File: src/rtl/snoop_intervene.sv
module snoop_intervene #(
  parameter int AW      = 16,
  parameter int SETS    = 4,
  parameter int MAX_DLY = 2,
  localparam int IW = (SETS > 1) ? $clog2(SETS) : 1,
  localparam int TW = AW - 4 - IW
) (
  input  logic          clk,
  input  logic          rst_n,
  input  logic          snp_start,
  input  logic [AW-1:0] snp_addr,
  input  logic [1:0]    snp_size,
  input  logic          snp_rd,
  input  logic [31:0]   snp_wdata,
  input  logic [1:0]    snp_mode,
  input  logic [1:0]    snp_dly,
  input  logic          ld_en,
  input  logic [IW-1:0] ld_set,
  input  logic [TW-1:0] ld_tag,
  input  logic [1:0]    ld_lw,
  input  logic [31:0]   ld_data,
  input  logic          ld_dirty,
  input  logic          ld_valid,
  output logic          mem_inhibit,
  output logic          xfer_ack,
  output logic [31:0]   rdata,
  output logic          rdata_oe
);

  localparam logic [1:0] SZ_LINE = 2'b11;

  typedef enum logic [1:0] {IDLE, LOOK, XFER} st_t;
  st_t st;

  logic [31:0]   dat [SETS][4];
  logic [3:0]    drt [SETS];
  logic [TW-1:0] tg  [SETS];
  logic [SETS-1:0] vld;

  logic [IW-1:0] q_set;
  logic [1:0]    q_lw, q_size, cnt, beat;
  logic [3:0]    q_be;
  logic          q_rd;

  wire [IW-1:0] a_set = snp_addr[4 +: IW];
  wire [TW-1:0] a_tag = snp_addr[AW-1 -: TW];
  wire [1:0]    a_lw  = snp_addr[3:2];

  logic [3:0] a_be;
  always_comb
    case (snp_size)
      2'b01:   a_be = 4'b1000 >> snp_addr[1:0];
      2'b10:   a_be = snp_addr[1] ? 4'b0011 : 4'b1100;
      default: a_be = 4'b1111;
    endcase

  wire dirty_hit = vld[a_set] && (tg[a_set] == a_tag) && (|drt[a_set]);
  wire rd_on     = (snp_mode == 2'b01) || (snp_mode == 2'b10);
  wire wr_on     = (snp_mode == 2'b10) && (snp_size != SZ_LINE);
  wire take      = (st == IDLE) && snp_start && dirty_hit && (snp_rd ? rd_on : wr_on);
  wire [1:0] dly_c = (snp_dly > 2'(MAX_DLY)) ? 2'(MAX_DLY) : snp_dly;
  wire burst     = q_rd && (q_size == SZ_LINE);
  wire last      = !burst || (beat == 2'd3);
  wire sink      = (st == XFER) && !q_rd;

  assign mem_inhibit = (st != IDLE);
  assign xfer_ack    = (st == XFER);
  assign rdata_oe    = (st == XFER) && q_rd;
  assign rdata       = dat[q_set][burst ? beat : q_lw];

  always_ff @(posedge clk or negedge rst_n)
    if (!rst_n) begin
      st     <= IDLE;
      q_set  <= '0;
      q_lw   <= '0;
      q_size <= '0;
      q_be   <= '0;
      q_rd   <= 1'b0;
      cnt    <= '0;
      beat   <= '0;
    end else
      case (st)
        IDLE: if (take) begin
          st     <= LOOK;
          q_set  <= a_set;
          q_lw   <= a_lw;
          q_size <= snp_size;
          q_be   <= a_be;
          q_rd   <= snp_rd;
          cnt    <= dly_c;
          beat   <= '0;
        end
        LOOK: if (cnt == 2'd0) st <= XFER;
              else cnt <= cnt - 2'd1;
        XFER: if (last) st <= IDLE;
              else beat <= beat + 2'd1;
        default: st <= IDLE;
      endcase

  always_ff @(posedge clk or negedge rst_n)
    if (!rst_n) begin
      vld <= '0;
      for (int s = 0; s < SETS; s++) drt[s] <= '0;
    end else if (sink) begin
      drt[q_set][q_lw] <= 1'b1;
    end else if (ld_en) begin
      drt[ld_set][ld_lw] <= ld_dirty;
      vld[ld_set]        <= ld_valid;
    end

  always_ff @(posedge clk)
    if (sink) begin
      for (int b = 0; b < 4; b++)
        if (q_be[b]) dat[q_set][q_lw][8*b +: 8] <= snp_wdata[8*b +: 8];
    end else if (ld_en) begin
      dat[ld_set][ld_lw] <= ld_data;
      tg[ld_set]         <= ld_tag;
    end

  assert_ack_under_inhibit_R1: assert property (@(posedge clk) disable iff (!rst_n)
    xfer_ack |-> mem_inhibit);

  assert_mode_off_quiet_R9: assert property (@(posedge clk) disable iff (!rst_n)
    (st == IDLE && snp_start && (snp_mode == 2'b00 || snp_mode == 2'b11)) |=> !mem_inhibit);

  assert_delay_holds_ack_R8: assert property (@(posedge clk) disable iff (!rst_n)
    (st == LOOK && cnt != 2'd0) |=> (!xfer_ack && mem_inhibit));

  assert_burst_ascending_R3: assert property (@(posedge clk) disable iff (!rst_n)
    (xfer_ack && burst && beat != 2'd3) |=> (xfer_ack && beat == 2'($past(beat) + 2'd1)));

  assert_write_one_beat_R5: assert property (@(posedge clk) disable iff (!rst_n)
    (xfer_ack && !q_rd) |=> !xfer_ack);

  assert_sink_sets_dirty_R7: assert property (@(posedge clk) disable iff (!rst_n)
    (xfer_ack && !q_rd) |=> drt[q_set][q_lw]);

  assert_oe_drops_after_ack_R10: assert property (@(posedge clk) disable iff (!rst_n)
    $fell(xfer_ack) |-> !rdata_oe);

endmodule

File: config.mk
export PLATFORM = sky130hd
export DESIGN_NAME = snoop_intervene
export DESIGN_NICKNAME = d
export VERILOG_FILES = /design/src/rtl/snoop_intervene.sv
export SDC_FILE = /design/constraint.sdc
export NUM_CORES = 1
export LEC_CHECK = 0
export BUFFER_PORTS_ARGS = -buffer_cell sky130_fd_sc_hd__buf_2
export CAP_MARGIN = 10
export CORE_ASPECT_RATIO = 0.75
export CORE_UTILIZATION = 60
export DETAILED_ROUTE_END_ITERATION = 10
export PLACE_DENSITY = 0.79
export SKIP_LAST_GASP = 1
export SYNTH_ARGS = -nofsm -noshare
export SYNTH_HDL_FRONTEND = slang
export SYNTH_SLANG_ARGS = --single-unit
File: constraint.sdc
create_clock -name clk -period 4.4 [get_ports clk]
set_input_delay 0.66 -clock clk [delete_from_list [all_inputs] [get_ports clk]]
set_output_delay 0.66 -clock clk [all_outputs]
set_load 0.01 [all_outputs]
Word-level counts from Yosys, hierarchy flattened
Memories as Yosys holds them, arrays and structs flattened.
Index checks and enable logic that the tools add are counted.
Cells by class
  mux-type cells: 450
  $lt $le $gt $ge: 18
  bitwise operators: 392
  reductions and logical operators: 33
  add/sub/neg operators: 2
  shift-type cells: 1
  equality and inequality tests: 15
  multipliers: 0
  div/mod/pow operators: 0
Operators by type and width (number)
  128-bit two-way mux: 7
  1-bit two-way mux: 400
  1-bit bitwise OR: 384
  32-bit demux with 2-bit select: 5
  32-bit two-way mux: 4
  128-bit OR reduction: 1
  32-bit binary-select mux with 2-bit select: 1
  16-bit two-way mux: 3
  24-bit two-way mux: 1
  2-bit two-way mux: 10
  4-bit two-way mux: 5
  3-bit >= comparator, second input constant: 6
  2-bit inverter with 3-bit output: 6
  16-bit bitwise mux: 1
  4-bit demux with 2-bit select: 2
  1-bit logical AND: 16
  16-bit bitwise OR: 1
  2-bit by 3-bit less-than comparator with 1-bit output, second input constant: 4
  3-bit by 1-bit less-than comparator with 1-bit output, second input constant: 4
  10-bit == test: 1
  2-bit == test, second input constant: 5
  2-bit inequality test, second input constant: 5
  3-bit AND reduction: 3
  4-bit binary-select mux with 2-bit select: 1
  21 further kinds: 35
Word-level totals
  memories: 2
  memory bits (writable): 552
  memory bits (read-only): 0
  bits in latches: 0
  logic and storage cells: 926
  output and inout port bits: 35
  register bits after elaboration: 37
  input bits: 107
Memory list
  dat: words 4, width 128, rd ports 1, clocked after Yosys merged registers in 0, write ports 1, RTL line 35  | logic [31:0] dat [SETS][4];
  tg: words 4, width 10, rd ports 1, clocked after Yosys merged registers in 0, write ports 1, RTL line 37  | logic [TW-1:0] tg [SETS];

Longest topological paths before layout
Gate-level depths: netlist of run 1.
  depth after elaboration: 10
  depth in mapped cells: 11
  gate-level depth less buffers: 9

Worst setup path before layout of run 1
Ideal clock, no wire load.
  path type: flip-flop to flip-flop
  start: register st[1]
  end: memory dat[0][100] (netlist bit) (enable)
  period minus slack after synthesis: 3252 ps
  cell stages (with the launch flop): 9
  required time: 4030 ps
  data arrival time: 2882 ps
  path buffers: 2
  setup time: 370 ps
  setup slack: 1148 ps
  cells stage by stage: dfrtp_1 -> nor2b_1 -> nor2b_1 -> nand2b_1 -> clkbuf_1 -> nor3_1 -> a21oi_1 -> clkbuf_1 -> nor2_1
On the way
  word-level cells in the longest chain between the ends: 8
  elaborated cells between the ends (all ways): 18
  classes of those cells: 1 x eq/ne; 12 x mux; 3 x bitwise; 2 x reduce/logical
Ends and longest elaborated chain
  from (decl): RTL line 33  | st_t st;
  from (signal assigned): RTL line 73  | st <= IDLE;
  from (signal assigned): RTL line 84  | st <= LOOK;
  from (signal assigned): RTL line 93  | LOOK: if (cnt == 2'd0) st <= XFER;
  2-bit == test *
  net xfer_ack: RTL line 25  | output logic xfer_ack,
  1-bit logical AND *: RTL line 64  | wire sink = (st == XFER) && !q_rd;
  parallel branches: the longest is 6 deep, another holds 128-bit two-way mux
  to (decl): RTL line 35
Mark *: on every way through the listed nets, which the timed path passes.

Final worst setup path of run 1
  start: register q_rd
  end: output rdata[11]
On the way
  word-level cells in the longest chain between the ends: 6
Ends and longest elaborated chain
  from (decl): RTL line 43  | logic q_rd;
  from (signal assigned): RTL line 89  | q_rd <= snp_rd;
  1-bit logical AND: RTL line 62  | wire burst = q_rd && (q_size == SZ_LINE);
  2-bit two-way mux: RTL line 69  | assign rdata = dat[q_set][burst ? beat : q_lw];
  2-bit inverter with 3-bit output: RTL line 69
  32-bit binary-select mux with 2-bit select: RTL line 69
  32-bit two-way mux (2 in a row): RTL line 69
  to (decl): RTL line 26  | output logic [31:0] rdata,
No other way between the ends. The select of a mux whose other input is x is not followed.

==> results.sh, run 1 <==
export IMPL_status="completed"
export IMPL_drive_gt1_frac=0.2969
export IMPL_p_leak_nw=8.856
export IMPL_multi_input_comb_area_sq_um=5982
export IMPL_finalHoldViolations=0
export IMPL_grtUsageTotal=0.2570
export IMPL_synthDistinctLibCells=53
export IMPL_dieArea_sq_um=40510
export IMPL_grt_overflow=0
export IMPL_rsz0062_at_grt="no"
export IMPL_reg2reg_from="st[1]$_DFFE_PN0P_"
export IMPL_fin_crit_sh=0.8810
export IMPL_skew_ps=25.31
export IMPL_clock_tree_buffer_depth=3
export IMPL_ys_ff_latch=589
export IMPL_ir_worst_vdd_mv=0.3946
export IMPL_synth_area_sq_um=23820
export IMPL_yosysSeqAreaShare=0.7347
export IMPL_placed_area_sq_um=25130
export IMPL_p_total_w=0.01113
export IMPL_synth_cells=1280
export IMPL_n_fill_cell=2389
export IMPL_grt_pass1_wl_microns=76960
export IMPL_syn_area_per_cell_sq_um=18.61
export IMPL_clk_insertion_delay_late_ps=580
export IMPL_critPathBufInv=3
export IMPL_die_y_microns=174.6
export IMPL_r2r_end="dat[0][76]$_DFFE_PP_"
export IMPL_hpwl_microns=32680
export IMPL_routabilityCongestion=0.8282
export IMPL_crit_path_cell_trace="nand3_1 -> mux2_2 -> buf_4 -> buf_4 -> nand2_1 -> a31oi_1 -> buf_2"
export IMPL_arrival_ps=3220
export IMPL_grt_pass1_vias=12905
export IMPL_fin_ws_ps=523.8
export IMPL_max_freq_mhz=258.0
export IMPL_path_clk_slew_ps=70
export IMPL_path_max_fanout=33
export IMPL_clock_sinks=589
export IMPL_rr_worst_depth=8
export IMPL_port_buffers=141
export IMPL_clock_root_buffer="clkbuf_16"
export IMPL_worstMarginPinSlew_ps=1062
export IMPL_critPathTopFamily="buffers and inverters"
export IMPL_async_reset_ff_frac=0.06282
export IMPL_drv_slew=0
export IMPL_startpoint_type="flop"
export IMPL_start_util=0.6154
export IMPL_drt_initial_drc_count=1294
export IMPL_syn_nets=1393
export IMPL_ant_nets=0
export IMPL_cts_tree="done"
export IMPL_synth_edf_count=552
export IMPL_regArea_sq_um=17510
export IMPL_grt_max_degree=68
export IMPL_critPathMaxStageDelay_ps=820
export IMPL_wl_per_cell_microns=25.29
export IMPL_setup_violations=0
export IMPL_wl_microns=49970
export IMPL_placementRows=62
export IMPL_cpMostUsedCell="buf_4"
export IMPL_cp_required_ps=3740
export IMPL_cap_violations=0
export IMPL_synth_warnings=0
export IMPL_power_density_nw_per_um2=416.6
export IMPL_finalNetCount=1540
export IMPL_pre_cts_slack_ps=893.1
export IMPL_final_cell_area_sq_um=26710
export IMPL_crit_slowest_cell="mux2_2"
export IMPL_via_per_inst=6.331
export IMPL_core_area_sq_um=38710
export IMPL_htree_levels=2
export IMPL_cts_made_buffers=51
export IMPL_antenna_found_initial=2
export IMPL_period_needed_ps=3876
export IMPL_maxSlewHeadroom=0.2769
export IMPL_cts_resized=0
export IMPL_post_cts_buffers=0
export IMPL_vias=12511
export IMPL_cts_hold_fix_buffers=0
export IMPL_ff2ff_setup_slack_ps=830
export IMPL_path_class="flop to primary output"
export IMPL_ys_flop_type="edfxtp_1"
export IMPL_tns_ps=0
export IMPL_worstSetupEndpointType="primary output"
export IMPL_drc=0
export IMPL_die_w_microns=232.1
export IMPL_ios=142
export IMPL_first_pass_iters=5
export IMPL_hp_class="input port to asynchronous set/reset pin"
export IMPL_syn2layout_area_growth_pct=12.11
[how the worst max path moves through the flow]
stage                     cells after the start  slack, ps            startpoint                    end
after floorplan                               8       1150     st[1]$_DFFE_PN0P_  dat[0][100]$_DFFE_PP_
after global placement                       10       1000     st[1]$_DFFE_PN0P_  dat[0][104]$_DFFE_PP_
after detailed placement                      8        890     st[1]$_DFFE_PN0P_   dat[0][72]$_DFFE_PP_
after CTS                                     7        470      q_rd$_DFFE_PN0P_              rdata[10]
after global routing                          5        350  q_set[1]$_DFFE_PN0P_               rdata[5]
final                                         7        520      q_rd$_DFFE_PN0P_              rdata[11]
[cells in the mapped netlist (2+ instances only)]
library cell	instances	area [sq um]
edfxtp_1	552	16580
mux4_2	136	3063
nand2_1	87	326.6
nor2_1	84	315.3
a31oi_1	54	337.8
clkbuf_1	43	161.4
dfrtp_1	37	925.9
a21oi_1	36	180.2
mux2_2	36	405.4
a211oi_1	32	240.2
and2_1	32	200.2
buf_2	15	75.07
inv_1	14	52.55
nor2b_1	12	75.07
buf_1	9	33.78
mux2i_1	9	90.09
nand3_1	9	45.04
xnor2_1	7	61.31
ha_1	6	75.07
o21ai_0	6	30.03
o21ai_2	6	52.55
o21ai_1	5	25.02
nand2_2	4	25.02
nor3_1	4	20.02
a31o_1	3	26.28
a31o_2	3	26.28
and3_1	3	18.77
buf_6	3	33.78
nor4_1	3	18.77
a21o_1	2	15.01
and2_0	2	12.51
nand2b_1	2	12.51
nand4_1	2	12.51
or4_1	2	15.01
xnor2_2	2	32.53
[metal layers]
layer,track usage,wire length (microns),up-vias
met4,0.07155,1212,0
met3,0.04921,4117,94
li1,-,-,5419
met1,0.3820,20860,6399
met5,0,0,-
met2,0.3956,23780,599
[layout make-up]
cell class	count	share of cell area
diodes	2	0.0001874
multi-input cells	604	0.2240
well taps	512	0.02399
flip-flops and latches	589	0.6556
inverters	15	0.002202
repair buffers	166	0.03532
clock buffers	70	0.05125
clock inverters	18	0.007449
[power breakdown]
part / switching [W] / internal [W] / leakage [nW]
Combinational: 0.000314 / 0.000187 / 2.66
Clock: 0.00190 / 0.00240 / 0.757
Sequential: 0.0000419 / 0.00628 / 5.44
[cells in the final DEF (no fill, tap or decap), types with 4 or more instances in the layout]
cell type,instances
mux2_2,36
buf_12,4
clkbuf_1,18
clkbuf_16,52
nor2_1,84
bufinv_16,4
o21ai_1,5
mux4_2,136
o21ai_2,6
buf_4,21
inv_1,14
o21ai_0,6
buf_2,141
ha_1,6
a21oi_1,36
nor2b_1,12
a31oi_1,51
nand2_1,87
a211oi_1,32
dfrtp_1,35
mux2i_1,7
edfxtp_1,552
nand3_1,9
nand2_2,4
and2_1,32
xnor2_1,7
clkinv_1,7
clkinv_2,4
[through the flow]
stage	hold slack, ps	util	instances
after floorplan	364.4	-	1280
after global placement	466.6	0.6493	1886
after detailed placement	477.2	0.6493	1886
after CTS	212.2	0.6898	1974
after global routing	266.9	0.6899	1976
final	190.5	0.6899	1976
[state kept, by name (all words and copies together) (netlist names), 2 cells and up]
name,count
vld,4
q_size,2
st,2
q_lw,2
dat,512
q_be,4
drt,16
tg,40
q_set,2
cnt,2
beat,2
[logic make-up (layout without fill, tap and decap cells)]
| kind of cell | count (synthesis) | count (layout) | share of synthesized area |
|---|---|---|---|
| other cells | 0 | 2 | 0 |
| flops | 589 | 589 | 0.7347 |
| fa+ha+maj | 6 | 6 | 0.003151 |
| compound gates | 152 | 152 | 0.04149 |
| mux | 183 | 183 | 0.1505 |
| simple gates | 254 | 254 | 0.04989 |
| xor+xnor | 9 | 9 | 0.003939 |
| buf+inv | 87 | 269 | 0.01639 |
(Power assumes the default switching activity.)
==> inputs of run 2 (changes only) <==
==> constraint.sdc (replaced) <==
create_clock -name clk -period 4.4 [get_ports clk]
set_input_delay 0.66 -clock clk [delete_from_list [all_inputs] [get_ports clk]]
set_output_delay 0.66 -clock clk [all_outputs]
set_load 0.05 [all_outputs]
==> results.sh, run 2 (same netlist as run 1, synthesis figures left out) <==
export IMPL_clock_tree_buffer_depth=3
export IMPL_wl_microns=51440
export IMPL_die_y_microns=174.6
export IMPL_power_density_nw_per_um2=429.4
export IMPL_startpoint_type="flop"
export IMPL_combPwrFrac=0.045
export IMPL_drc=0
export IMPL_maxSlewHeadroom=0.2135
export IMPL_reg_largest_list="dat x512, tg x40, drt x16"
export IMPL_cts_hold_fix_buffers=0
export IMPL_grtUsageTotal=0.2643
export IMPL_core_area_sq_um=38710
export IMPL_setup_violations=0
export IMPL_final_cell_area_sq_um=26980
export IMPL_placed_area_sq_um=25200
export IMPL_crit_path_cell_trace="nand3_1 -> mux2_2 -> buf_4 -> and2_1 -> a211oi_1 -> a31oi_1 -> buf_2"
export IMPL_max_freq_mhz=238.5
export IMPL_hpwl_microns=32450
export IMPL_arrival_ps=3530
export IMPL_switching_share=0.2061
export IMPL_cts_tree="done"
export IMPL_cp_required_ps=3740
export IMPL_p_seq_frac=0.546
export IMPL_p_int_w=0.009198
export IMPL_fin_crit_sh=0.9531
export IMPL_setup_worst_path_start="q_size[0]$_DFFE_PN0P_"
export IMPL_path_max_fanout=48
export IMPL_placementRows=62
export IMPL_vias=12742
export IMPL_critPathBufInv=2
export IMPL_switchingPower_w=0.002388
export IMPL_first_pass_iters=7
export IMPL_clk_insertion_delay_late_ps=600
export IMPL_worstMarginPinSlew_ps=1180
export IMPL_path_class="flop to primary output"
export IMPL_grt_max_degree=65
export IMPL_layout_commonest_cell="edfxtp_1"
export IMPL_ios=142
export IMPL_period_needed_ps=4194
export IMPL_ant_nets=0
export IMPL_critPathTopFamily="multiplexers"
export IMPL_drt_initial_drc_count=1388
export IMPL_cts_resized=0
export IMPL_drv_slew=0
export IMPL_htree_levels=2
export IMPL_rsz0062_at_grt="no"
export IMPL_finalNetCount=1548
export IMPL_via_per_inst=6.397
export IMPL_crit_slowest_cell="mux2_2"
export IMPL_cts_made_buffers=53
export IMPL_tns_ps=0
export IMPL_finalHoldViolations=0
export IMPL_drive_gt1_frac=0.3061
export IMPL_path_clk_slew_ps=70
export IMPL_final_cell_mix="edfxtp_1, buf_2, mux4_2"
export IMPL_worstSetupEndpointType="primary output"
export IMPL_hp_class="input port to asynchronous set/reset pin"
export IMPL_ir_worst_vdd_mv=0.3565
export IMPL_critPathMaxStageDelay_ps=1110
export IMPL_wl_per_cell_microns=25.82
export IMPL_post_cts_buffers=0
export IMPL_largest_register_ffs=512
export IMPL_port_buffers=141
export IMPL_cap_violations=0
export IMPL_status="completed"
export IMPL_reg2reg_from="st[1]$_DFFE_PN0P_"
export IMPL_syn2layout_area_growth_pct=13.25
export IMPL_die_w_microns=232.1
export IMPL_grt_pass1_vias=12971
export IMPL_p_leak_nw=9.013
export IMPL_antenna_cells=0
export IMPL_antenna_found_initial=0
export IMPL_grt_pass1_wl_microns=78610
export IMPL_power_frac_clock=0.409
export IMPL_routabilityCongestion=0.8213
export IMPL_max_flop_register="dat"
export IMPL_clock_root_buffer="clkbuf_16"
export IMPL_grt_overflow=0
export IMPL_skew_ps=16.62
export IMPL_dieArea_sq_um=40510
export IMPL_start_util=0.6154
export IMPL_clock_sinks=589
run 2: cell types whose count changed in the layout (fill, tap and decap cells not counted), sizes merged:
cell,previous run,this run
bufinv,4,7
clkinvlp,1,0
buf,166,172
diode,2,0
clkinv,12,23
inv,16,17
clkbuf,70,68
run 2: worst paths after layout:
path                                         end  slack [ps]  cells past startpoint
max                                    rdata[10]         210                      7
min                          drt[15]$_DFFE_PN0P_         180                      1
max reg2reg                dat[0][109]$_DFFE_PP_         760                      7
min reg2reg                   vld[2]$_DFFE_PN0P_         500                      1
max in group asynchronous   q_set[0]$_DFFE_PN0P_        3580                      1
min in group clk              tg[0][5]$_DFFE_PP_         290                      1
run 2: power by group through the flow:
stage / logic (W) / registers, W / clock network (W)
6_report: 0.000525 / 0.00632 / 0.00474
4_1_cts: 0.000530 / 0.00632 / 0.00477
5_1_grt: 0.000574 / 0.00633 / 0.00498
3_5_place_dp: 0.000527 / 0.00644 / 0
2_1_floorplan: 0.000335 / 0.00642 / 0
3_3_place_gp: 0.000507 / 0.00643 / 0
run 2: stage by stage:
stage / total power (W) / hold slack (ps) / std cells / worst slack [ps] / util
after global placement: 0.006940 / 466.7 / 1892 / 924.3 / 0.6511
after CTS: 0.01162 / 187.4 / 1992 / 224.8 / 0.6969
final: 0.01159 / 180.3 / 1992 / 206.3 / 0.6969
after detailed placement: 0.006966 / 493.4 / 1892 / 872.6 / 0.6511
after floorplan: 0.006755 / 364.4 / 1280 / 939.0 / -
after global routing: 0.01188 / 247.4 / 1992 / 66.79 / 0.6969
run 2: layer usage:
layer / global-route usage / up-vias / part of all wire
li1: - / 5457 / -
met4: 0.07155 / 0 / 0.023
met3: 0.04003 / 84 / 0.076
met2: 0.4192 / 619 / 0.49
met1: 0.3896 / 6582 / 0.41
met5: 0 / - / 0
run 2: layout make-up:
cell class	instances	area, sq um
sequential	589	17510
fill	2312	11730
multi-input combinational	604	5982
clock buffer	68	1445
timing repair buffer	172	1013
tap	512	640.6
clock inverter	32	329.1
inverter	15	58.81
